--- config.mk ---
export PLATFORM = sky130hd
export DESIGN_NAME = sdadc_reader
export DESIGN_NICKNAME = d
export VERILOG_FILES = /design/src/rtl/sdadc_pkg.sv /design/src/rtl/sdadc_timer.sv /design/src/rtl/sdadc_shifter.sv /design/src/rtl/sdadc_reader.sv
export SDC_FILE = /design/constraint.sdc
export NUM_CORES = 1
export LEC_CHECK = 0
export CAP_MARGIN = 20
export CORE_ASPECT_RATIO = 0.6
export CORE_MARGIN = 2
export CORE_UTILIZATION = 53
export DETAILED_ROUTE_END_ITERATION = 10
export MAX_ROUTING_LAYER = met4
export PLACE_DENSITY = 0.81
export SLEW_MARGIN = 0
export SYNTH_ARGS = -nofsm -noshare
export SYNTH_HDL_FRONTEND = slang
export SYNTH_SLANG_ARGS = --single-unit
--- constraint.sdc ---
create_clock -name clk -period 3.86 [get_ports clk]
set_clock_uncertainty 0.05 [all_clocks]
set_input_delay 1.158 -clock clk [delete_from_list [all_inputs] [get_ports clk]]
set_output_delay 1.158 -clock clk [all_outputs]
set_load 0.03 [all_outputs]
--- src/rtl/sdadc_pkg.sv ---
package sdadc_pkg;

  localparam int FRAME_W = 24;
  localparam int RES_W   = 21;
  localparam int B_EOC   = 23;
  localparam int B_ZERO  = 22;
  localparam int B_SIGN  = 21;
  localparam int B_TOP   = 20;

  typedef enum logic [2:0] {
    ST_PWRUP, ST_IDLE, ST_POLL, ST_GAP, ST_SHIFT, ST_DONE
  } rd_state_e;

  typedef struct packed {
    logic                    ferr;
    logic                    pos;
    logic                    over;
    logic                    under;
    logic signed [RES_W-1:0] value;
  } rd_result_t;

  // Turn a captured frame into flags and a clamped signed value.
  function automatic rd_result_t decode_frame(input logic [FRAME_W-1:0] f);
    rd_result_t r;
    r.ferr  = f[B_EOC] | f[B_ZERO];
    r.pos   = f[B_SIGN];
    r.over  = f[B_SIGN] & f[B_TOP];
    r.under = ~f[B_SIGN] & ~f[B_TOP];
    if (r.over)
      r.value = {1'b0, {(RES_W-1){1'b1}}};
    else if (r.under)
      r.value = {1'b1, {(RES_W-1){1'b0}}};
    else
      r.value = {~f[B_SIGN], f[B_TOP-1:0]};
    return r;
  endfunction

endpackage

--- src/rtl/sdadc_timer.sv ---
module sdadc_timer #(
  parameter int W = 8
) (
  input  logic         clk,
  input  logic         rst_n,
  input  logic         clr,
  input  logic [W-1:0] limit,
  output logic         hit
);
  logic [W-1:0] cnt;

  assign hit = (cnt == limit);

  always_ff @(posedge clk or negedge rst_n) begin
    if (!rst_n)         cnt <= '0;
    else if (clr | hit) cnt <= '0;
    else                cnt <= cnt + 1'b1;
  end
endmodule

--- src/rtl/sdadc_shifter.sv ---
module sdadc_shifter #(
  parameter int N  = 24,
  localparam int CW = $clog2(N + 1)
) (
  input  logic          clk,
  input  logic          rst_n,
  input  logic          clr,
  input  logic          shift,
  input  logic          din,
  output logic [N-1:0]  frame,
  output logic [CW-1:0] count
);
  always_ff @(posedge clk or negedge rst_n) begin
    if (!rst_n) begin
      frame <= '0;
      count <= '0;
    end else if (clr) begin
      count <= '0;
    end else if (shift) begin
      frame <= {frame[N-2:0], din};
      count <= count + 1'b1;
    end
  end

  // the sequencer never asks for more bits than a frame holds
  p_shift_in_frame_r4: assert property (@(posedge clk) disable iff (!rst_n)
    shift |-> (count < CW'(N)));
endmodule

--- src/rtl/sdadc_reader.sv ---
module sdadc_reader
  import sdadc_pkg::*;
#(
  parameter int DIV_W        = 8,
  parameter int GAP_W        = 16,
  parameter int PWRUP_CYCLES = 100000
) (
  input  logic                    clk,
  input  logic                    rst_n,
  input  logic                    start,
  input  logic                    abort,
  input  logic [DIV_W-1:0]        div_cfg,
  input  logic [GAP_W-1:0]        gap_cfg,
  output logic                    cs_n,
  output logic                    sclk,
  input  logic                    sdo,
  output logic                    busy,
  output logic                    res_valid,
  output logic signed [RES_W-1:0] res_data,
  output logic                    res_pos,
  output logic                    res_over,
  output logic                    res_under,
  output logic                    res_ferr
);
  localparam int PWR_W = $clog2(PWRUP_CYCLES + 1);
  localparam int MX_DG = (DIV_W > GAP_W) ? DIV_W : GAP_W;
  localparam int CNT_W = (PWR_W > MX_DG) ? PWR_W : MX_DG;
  localparam int BC_W  = $clog2(FRAME_W + 1);
  localparam logic [CNT_W-1:0] PWR_LIM = CNT_W'(PWRUP_CYCLES - 1);

  rd_state_e        state, nxt;
  logic             sclk_q, sclk_nxt;
  logic [CNT_W-1:0] lim;
  logic             half_tick;
  logic             tmr_clr;
  logic             cap_en, cap_clr;
  logic [FRAME_W-1:0] frame;
  logic [BC_W-1:0]  bits_seen;
  rd_result_t       res;

  // Named internal events for the assertions
  logic poll_ready, poll_busy, frame_done;
  assign poll_ready = (state == ST_POLL) && half_tick && !sdo && !abort;
  assign poll_busy  = (state == ST_POLL) && half_tick &&  sdo && !abort;
  assign frame_done = (state == ST_SHIFT) && (nxt == ST_DONE);

  always_comb begin
    unique case (state)
      ST_PWRUP: lim = PWR_LIM;
      ST_GAP:   lim = CNT_W'(gap_cfg);
      default:  lim = CNT_W'(div_cfg);
    endcase
  end

  always_comb begin
    nxt      = state;
    sclk_nxt = sclk_q;
    cap_en   = 1'b0;
    unique case (state)
      ST_PWRUP: if (half_tick) nxt = ST_IDLE;
      ST_IDLE:  if (start)     nxt = ST_POLL;
      ST_POLL:  if (half_tick) nxt = sdo ? ST_GAP : ST_SHIFT;
      ST_GAP:   if (half_tick) nxt = ST_POLL;
      ST_SHIFT: begin
        if (half_tick) begin
          if (!sclk_q) begin
            sclk_nxt = 1'b1;
            cap_en   = 1'b1;
          end else begin
            sclk_nxt = 1'b0;
            if (bits_seen == BC_W'(FRAME_W)) nxt = ST_DONE;
          end
        end
      end
      ST_DONE:  nxt = ST_IDLE;
      default:  nxt = ST_IDLE;
    endcase
    if (abort) begin
      nxt      = ST_IDLE;
      sclk_nxt = 1'b0;
      cap_en   = 1'b0;
    end
  end

  assign tmr_clr = (nxt != state);
  assign cap_clr = (nxt == ST_SHIFT) && (state != ST_SHIFT);

  always_ff @(posedge clk or negedge rst_n) begin
    if (!rst_n) begin
      state  <= ST_PWRUP;
      sclk_q <= 1'b0;
    end else begin
      state  <= nxt;
      sclk_q <= sclk_nxt;
    end
  end

  sdadc_timer #(.W(CNT_W)) u_timer (
    .clk   (clk),
    .rst_n (rst_n),
    .clr   (tmr_clr),
    .limit (lim),
    .hit   (half_tick)
  );

  sdadc_shifter #(.N(FRAME_W)) u_shift (
    .clk   (clk),
    .rst_n (rst_n),
    .clr   (cap_clr),
    .shift (cap_en),
    .din   (sdo),
    .frame (frame),
    .count (bits_seen)
  );

  assign res       = decode_frame(frame);
  assign cs_n      = !((state == ST_POLL) || (state == ST_SHIFT));
  assign sclk      = sclk_q;
  assign busy      = (state != ST_IDLE);
  assign res_valid = (state == ST_DONE);
  assign res_data  = res.value;
  assign res_pos   = res.pos;
  assign res_over  = res.over;
  assign res_under = res.under;
  assign res_ferr  = res.ferr;

  // the serial clock only moves while the converter is selected
  p_sclk_selected_r11: assert property (@(posedge clk) disable iff (!rst_n)
    sclk |-> !cs_n);

  // abort lands in idle with the link released
  p_abort_idle_r10: assert property (@(posedge clk) disable iff (!rst_n)
    abort |=> (cs_n && !sclk && !busy));

  // the strobe lasts one cycle and the reader is idle afterwards
  p_valid_pulse_r5: assert property (@(posedge clk) disable iff (!rst_n)
    res_valid |=> (!res_valid && !busy));

  // a strobe only follows a complete frame of captured bits
  p_valid_full_frame_r5: assert property (@(posedge clk) disable iff (!rst_n)
    res_valid |-> (bits_seen == BC_W'(FRAME_W)));

  // a ready poll leads into the shift phase with the clock low
  p_ready_keeps_cs_r4: assert property (@(posedge clk) disable iff (!rst_n)
    poll_ready |=> (!cs_n && !sclk));

  // a busy poll releases chip select
  p_busy_releases_r3: assert property (@(posedge clk) disable iff (!rst_n)
    poll_busy |=> cs_n);

  // chip select falls with the serial clock low
  p_cs_fall_quiet_r2: assert property (@(posedge clk) disable iff (!rst_n)
    $fell(cs_n) |-> !sclk);

  // overrange and underrange exclude each other
  p_flags_excl_r8: assert property (@(posedge clk) disable iff (!rst_n)
    res_valid |-> !(res_over && res_under));

  // the frame ends with a low-going clock step and chip select release
  p_done_after_fall_r5: assert property (@(posedge clk) disable iff (!rst_n)
    frame_done |=> (res_valid && cs_n && !sclk));
endmodule

== Yosys cells after proc, flatten, opt, wreduce, memory -nomap -nowiden ==
Index checks and enable logic that the tools add are counted.
Cells by class
  add/subtract/negate cells: 2
  equality and inequality tests: 11
  multiplexer cells: 23
  bitwise gates (word level): 7
  reductions and logical operators: 9
Operators by type and width (number)
  two-way mux 21 bit: 2
  case mux 17 bit (2 select lines): 1
  two-way mux 3 bit: 9
  adder 17 x 1 -> 17 bit (second input constant): 1
  equality test 17 bit: 1
  two-way mux 17 bit: 1
  case mux 3 bit (5 select lines): 1
  two-way mux 5 bit: 2
  equality test 3 bit (second input constant): 3
  two-way mux 1 bit: 7
  equality test 3 x 2 -> 1 bit (second input constant): 2
  nonzero test 2 bit: 3
  adder 5 x 1 -> 5 bit (second input constant): 1
  equality test 5 bit (second input constant): 1
  AND reduction 2 bit: 2
  equality test 3 x 1 -> 1 bit (second input constant): 1
  zero test 3 bit: 1
  inequality test 3 x 1 -> 1 bit (second input constant): 1
  inequality test 3 bit: 1
  inequality test 3 bit (second input constant): 1
  NOT 1 bit: 3
  bitwise AND 1 bit: 2
  OR 1 bit: 2
  logical AND 1 bit: 1
  other kinds (2): 2
Word-level totals
  flip-flop bits (word level): 50
  input port bits: 29
  output and inout bits: 29
  word-level logic and storage cells: 57

== Depth between registers and ports, before layout ==
  depth in word-level cells: 10
  mapped depth: 10
  mapped depth without buffers: 7

== Modules after synthesis ==
From an unflattened synthesis, not the netlist that was laid out.
Second synthesis, totals
  cell total of the unflattened synthesis: 306
  area, all modules: 3111.7 um2
By module, submodules not included
  sdadc_shifter: instances 1, cells each 74, area each 1268.7 um2, seq. area each 725.7 um2
  sdadc_timer: instances 1, cells each 106, area each 1002.2 um2, seq. area each 425.4 um2
  sdadc_reader: instances 1, cells each 126, area each 840.8 um2, seq. area each 100.1 um2

== Least setup slack after synthesis ==
OpenSTA, ideal clock, no wires.
  path type: input port to flip-flop
  from: input port gap_cfg[12]
  to: register state[1]
  library setup time: 124 ps
  data arrival time: 2925 ps
  data required time: 3686 ps
  setup slack: 761 ps
  stages: 8
  buffers on the path: 1
  cells stage by stage: nor4bb_1 -> a31oi_1 -> or3_1 -> a21oi_1 -> nand2_1 -> or2_0 -> clkbuf_1 -> o31a_1
On the way
  cells in the longest elaborated chain, start to end: 5
  elaborated cells between the ends (all ways): 8
  classes of those cells: eq/ne (1); mux (7)
RTL lines
  from (decl): RTL line sdadc_reader.sv:13  | input logic [GAP_W-1:0] gap_cfg,
  case mux 17 bit (2 select lines) (*): RTL line sdadc_reader.sv:48  | unique case (state)
  equality test 17 bit (*): RTL line sdadc_timer.sv:12  | assign hit = (cnt == limit);
  two-way mux 3 bit (on tied branches)
  case mux 3 bit (5 select lines) (*): RTL line sdadc_reader.sv:59  | unique case (state)
  two-way mux 3 bit (*): RTL line sdadc_reader.sv:78  | if (abort) begin
  via nxt[1]: RTL line sdadc_reader.sv:31  | rd_state_e state, nxt;
  to (signal assigned): RTL line sdadc_reader.sv:93  | state <= nxt;
  to (decl): RTL line sdadc_reader.sv:31
Mark *: on every way through the listed nets, which the timed path passes. The rest lies on a longest branch.
A chain may end at the register's enable or synchronous reset.

== Worst setup path in the final report ==
  from: input port gap_cfg[14]
  to: register state[1]
The elaborated chain is that of the path after synthesis.

==> out/summary.md <==
The flow ran to the end, and the final reports show no timing, DRC or antenna violations. The via count of the first global-routing pass was 2333; the number of levels in the clock H-tree was 2. The final layout contains routed wiring with a total length of 7.257 mm. The logs give 40.49% for the sequential cell area fraction in the yosys report and 0 for the leftover overflow at the end of global routing. The detailed-router iteration count before antenna repair is 4. The worst path buffer plus inverter count is 1, and the number of core rows is 21. During I/O placement, the number of pins put on the boundary was 58. Walking the worst path, the cells encountered are clkdlybuf4s50_1 > nor4bb_1 > a31oi_1 > or3_1 > a21oi_1 > nand2_1 > or2_0 > o31a_1.

At the end of the flow, the number of nets in the layout was 401. CTS placed an instance of sky130_fd_sc_hd__clkbuf_8 at the clock tree root. The wire length of the first global-routing pass was 11.86 mm; the leakage power was 1.680 nW.

Setup repair after global routing left no endpoint under its margin. The minimum clock period is 3450 ps, and the ratio of total power to cell area is 296.3 nW/um^2. The tree built by TritonCTS fans out to 50 sinks. Synthesis produced 314 cells. TritonCTS built the clock tree.

The worst setup path is launched from an input pin. Based on the critical path, the design can be clocked at up to 289.9 MHz. The synthesized area per cell was 9.842 um^2. For the number of endpoints with negative hold slack in the final report, the log shows 0.

The logs give 346 for the total nets after synthesis and 0 for the max-capacitance violation count. Dividing the final minimum period by the clock period gives 89.38%. Entering global routing, the biggest net connects 29 pins. IR analysis of the VDD net gives a maximum drop of 0.2096 mV. The tools report the power after layout as 1.142 mW.

The sequential cells in the finished layout cover a total of 1251 um^2. The tools report the fill cell instance count of the final layout as 442. The clock passes through at most 2 buffers. The worst setup path category is input pin to register.

Summing over every cut layer, the via total after detailed routing is 2518. The global routing stage identified its most utilized layer as met1. The layout-stage area growth over the synthesis result is 24.70%, and the data required time at the worst endpoint is 4020 ps. For the pin with the worst max-slew slack, the measured transition is 809.1 ps.

Die span in x: 102.6 um. The region available for standard cell placement spans 5597 um^2. The number of enable-type register cells in the synthesized netlist is 0. Buffers placed on the I/O ports in this run total 57.

The area enclosed by the die boundary is 6478 um^2, and the area share of the largest cell type after synthesis is 40.49%. The HPWL after detailed placement is 5.328 mm. Global routing consumed, on the met3 layer, 5.327% of the routing resources. Cells with a size suffix above 1 make up 8.108% of the layout. The floorplan step set the die height to 63.15 um.

In this run the cell area of the synthesized design comes to 3090 um^2. The synthesized netlist devotes 19.72% of its cell area to simple gates. For the utilization after layout, the log shows 68.86%. Summing the areas of all fa, ha and maj instances in the mapped netlist gives 7.692% of the synthesized area. The final number of max-transition violations was 0. Delay of the slowest critical-path stage: 520 ps. Among cell families on the critical path, the largest total delay comes from simple AND/OR/NAND/NOR gates. The logs give 57 for the number of library cell types mapped by synthesis and 245 for the number of DRC markers after the initial detailed-route iteration. The number of antenna violations at the first check in global routing is 0. Global routing used 24.24% of the available tracks. The endpoint class of the critical path is a register. The global routing usage on met2 was 31.86%. Setup violations remaining at the end of the flow were counted as 0. TritonCTS created 5 clock buffers. The count of yosys warnings during synthesis came out at 0.

Fraction of the mapped netlist area in compound gates: 12.39%. Total area of multi-input combinational cells: 1703 um^2. The synthesized design spends more area on one cell type than any other, namely sky130_fd_sc_hd__dfrtp_1. The count of instances resized after the clock tree is built was 0.

The arrival time at the worst endpoint came out at 3610 ps. In the routed design, unresolved DRC markers number 0. 0 antenna diodes ended up in the layout. The detailed-route wire length per cell was 16.13 um. After detailed routing, the number of vias per cell comes to 5.596. Once detail routing completed, the nets flagged for antenna violations numbered 0. The tools report the met1 usage as 37.54%. The number of hold buffers added after CTS was 0.

Multiplexer cells account for 9.069% of the synthesized area. After synthesis, the largest family of logic cells by area is simple AND/OR/NAND/NOR gates. Once the floorplan was initialized, standard cells occupied 55.22% of the core. The largest driver fanout on the critical path is 7. After routing, the total negative slack on setup checks comes to 0 ps. The worst hold margin is 436.1 ps. The class of the tightest hold or removal check is register to register.

After clock tree synthesis, the setup repair step added 0 buffers. Of the total synthesized cell area, the portion taken by XOR and XNOR cells is 6.235%. The logs give 310 ps for the clock insertion delay at the later pin of the skew report and 46.06% for the relative max-transition margin. The finished cells cover 3854 um^2. Routability-driven placement finished with a final weighted congestion of 0.8658. The slowest stage of the critical path belongs to the cell sky130_fd_sc_hd__clkdlybuf4s50_1.

The most instantiated flip-flop cell in the synthesis netlist was sky130_fd_sc_hd__dfrtp_1. Counting flops and latches in the post-synthesis netlist gives 50. The clock slew at the register clock pins of the worst setup and hold paths is 90 ps, and the async set-reset flop share out of synthesis is 100.0%.

The tools report the instance area after placement as 3741 um^2. Yosys attributes the largest share of cell area to sky130_fd_sc_hd__dfrtp_1 (40%), sky130_fd_sc_hd__mux2_1 (6.6%), sky130_fd_sc_hd__maj3_1 (6.5%).
## worst paths after layout
| path | from | to | slack (ps) | depth (start not counted) |
|---|---|---|---|---|
| max | gap_cfg[14] | state[1] | 410 | 8 |
| min reg2reg | u_shift.count[4] | u_shift.count[4] | 440 | 1 |
| min | u_shift.count[4] | u_shift.count[4] | 440 | 1 |
| max reg2reg | state[1] | state[1] | 810 | 8 |
| max in group asynchronous | rst_n | u_shift.frame[23] | 2230 | 2 |
| min in group asynchronous | rst_n | state[1] | 810 | 1 |
## final cells by class
cell class	count	area share (%)
Tap cell	80	2.597
Multi-Input combinational cell	236	44.19
Inverter	9	0.8766
Timing Repair Buffer	67	16.95
Clock buffer	5	1.786
Sequential cell	50	32.47
Clock inverter	3	1.136
## cells by family after synthesis
| logic type | Yosys count |
|---|---|
| AND/OR/NAND/NOR | 111 |
| AO/OA/AOI/OAI | 55 |
| flip-flops | 50 |
| buffers and inverters | 28 |
| multiplexers | 25 |
| adder cells (fa/ha/maj) | 23 |
| XOR/XNOR | 22 |
## layout by cell type, fill, tap and decap left out, types with 2 or more instances in the layout
master,instances
sky130_fd_sc_hd__nand3_1,17
sky130_fd_sc_hd__mux2_2,6
sky130_fd_sc_hd__nand2b_1,3
sky130_fd_sc_hd__o32ai_1,3
sky130_fd_sc_hd__a21oi_1,12
sky130_fd_sc_hd__maj3_1,20
sky130_fd_sc_hd__dfrtp_1,50
sky130_fd_sc_hd__nor3_1,6
sky130_fd_sc_hd__o211ai_1,3
sky130_fd_sc_hd__and3_1,6
sky130_fd_sc_hd__mux2_1,18
sky130_fd_sc_hd__xor2_1,12
sky130_fd_sc_hd__o32a_1,2
sky130_fd_sc_hd__clkdlybuf4s50_1,56
sky130_fd_sc_hd__nand2_1,13
sky130_fd_sc_hd__nand3b_1,2
sky130_fd_sc_hd__a32oi_1,2
sky130_fd_sc_hd__nor3b_1,2
sky130_fd_sc_hd__o21ai_0,14
sky130_fd_sc_hd__nor4bb_1,3
sky130_fd_sc_hd__o22ai_1,2
sky130_fd_sc_hd__xnor2_1,10
sky130_fd_sc_hd__o31ai_1,2
sky130_fd_sc_hd__a31oi_1,2
sky130_fd_sc_hd__nand4b_1,2
sky130_fd_sc_hd__nand4_1,5
sky130_fd_sc_hd__nor2b_1,7
sky130_fd_sc_hd__inv_1,8
sky130_fd_sc_hd__clkbuf_8,5
sky130_fd_sc_hd__buf_4,9
sky130_fd_sc_hd__nor2_1,33
sky130_fd_sc_hd__ha_1,3
sky130_fd_sc_hd__a21o_1,5
## registers in the layout, indices dropped and copies added (netlist names)
register and count:
sclk 1, u_shift.count 5, u_timer.cnt 17, u_shift.frame 24, state 3
## power by group
part           internal, mW  switching [mW]  total [mW]
registers             0.534          0.0226       0.557
logic                0.0963           0.110       0.206
clock network         0.194           0.184       0.379
total                 0.825           0.317        1.14
## metal layers
| layer | share of wire, % | vias to the layer above |
|---|---|---|
| met2 | 43 | 71 |
| met3 | 6.4 | 10 |
| met4 | 1.1 | 0 |
| met1 | 49 | 1199 |
| li1 | - | 1238 |
| met5 | 0 | - |
## cells in the mapped netlist, types with 2 or more instances
master                     number
sky130_fd_sc_hd__nand3_1       17
sky130_fd_sc_hd__xor2_1        12
sky130_fd_sc_hd__nor2_1        33
sky130_fd_sc_hd__nand2b_1       3
sky130_fd_sc_hd__buf_6          2
sky130_fd_sc_hd__xnor2_1       10
sky130_fd_sc_hd__nor3b_1        2
sky130_fd_sc_hd__mux2_2         6
sky130_fd_sc_hd__buf_1          2
sky130_fd_sc_hd__a21o_1         5
sky130_fd_sc_hd__nand4b_1       2
sky130_fd_sc_hd__nand4_1        5
sky130_fd_sc_hd__o31ai_1        2
sky130_fd_sc_hd__nand2_1       13
sky130_fd_sc_hd__o32ai_1        3
sky130_fd_sc_hd__a21oi_1       12
sky130_fd_sc_hd__nand3b_1       2
sky130_fd_sc_hd__o21ai_0       14
sky130_fd_sc_hd__nor2b_1        7
sky130_fd_sc_hd__buf_2          4
sky130_fd_sc_hd__nor4bb_1       3
sky130_fd_sc_hd__maj3_1        20
sky130_fd_sc_hd__and3_1         6
sky130_fd_sc_hd__o32a_1         2
sky130_fd_sc_hd__inv_1          8
sky130_fd_sc_hd__a31oi_1        2
sky130_fd_sc_hd__clkbuf_1       8
sky130_fd_sc_hd__o211ai_1       3
sky130_fd_sc_hd__o22ai_1        2
sky130_fd_sc_hd__a32oi_1        2
sky130_fd_sc_hd__dfrtp_1       50
sky130_fd_sc_hd__ha_1           3
sky130_fd_sc_hd__buf_4          3
sky130_fd_sc_hd__nor3_1         6
sky130_fd_sc_hd__mux2_1        18
## metrics by stage
step | setup WS, ps | std cells
final | 410.0 | 450
after global routing | 259.9 | 450
after CTS | 413.7 | 450
after detailed placement | 101.5 | 442
after global placement | 199.8 | 442
after floorplan | 760.9 | 314
Power figures use the tool's default switching activity.
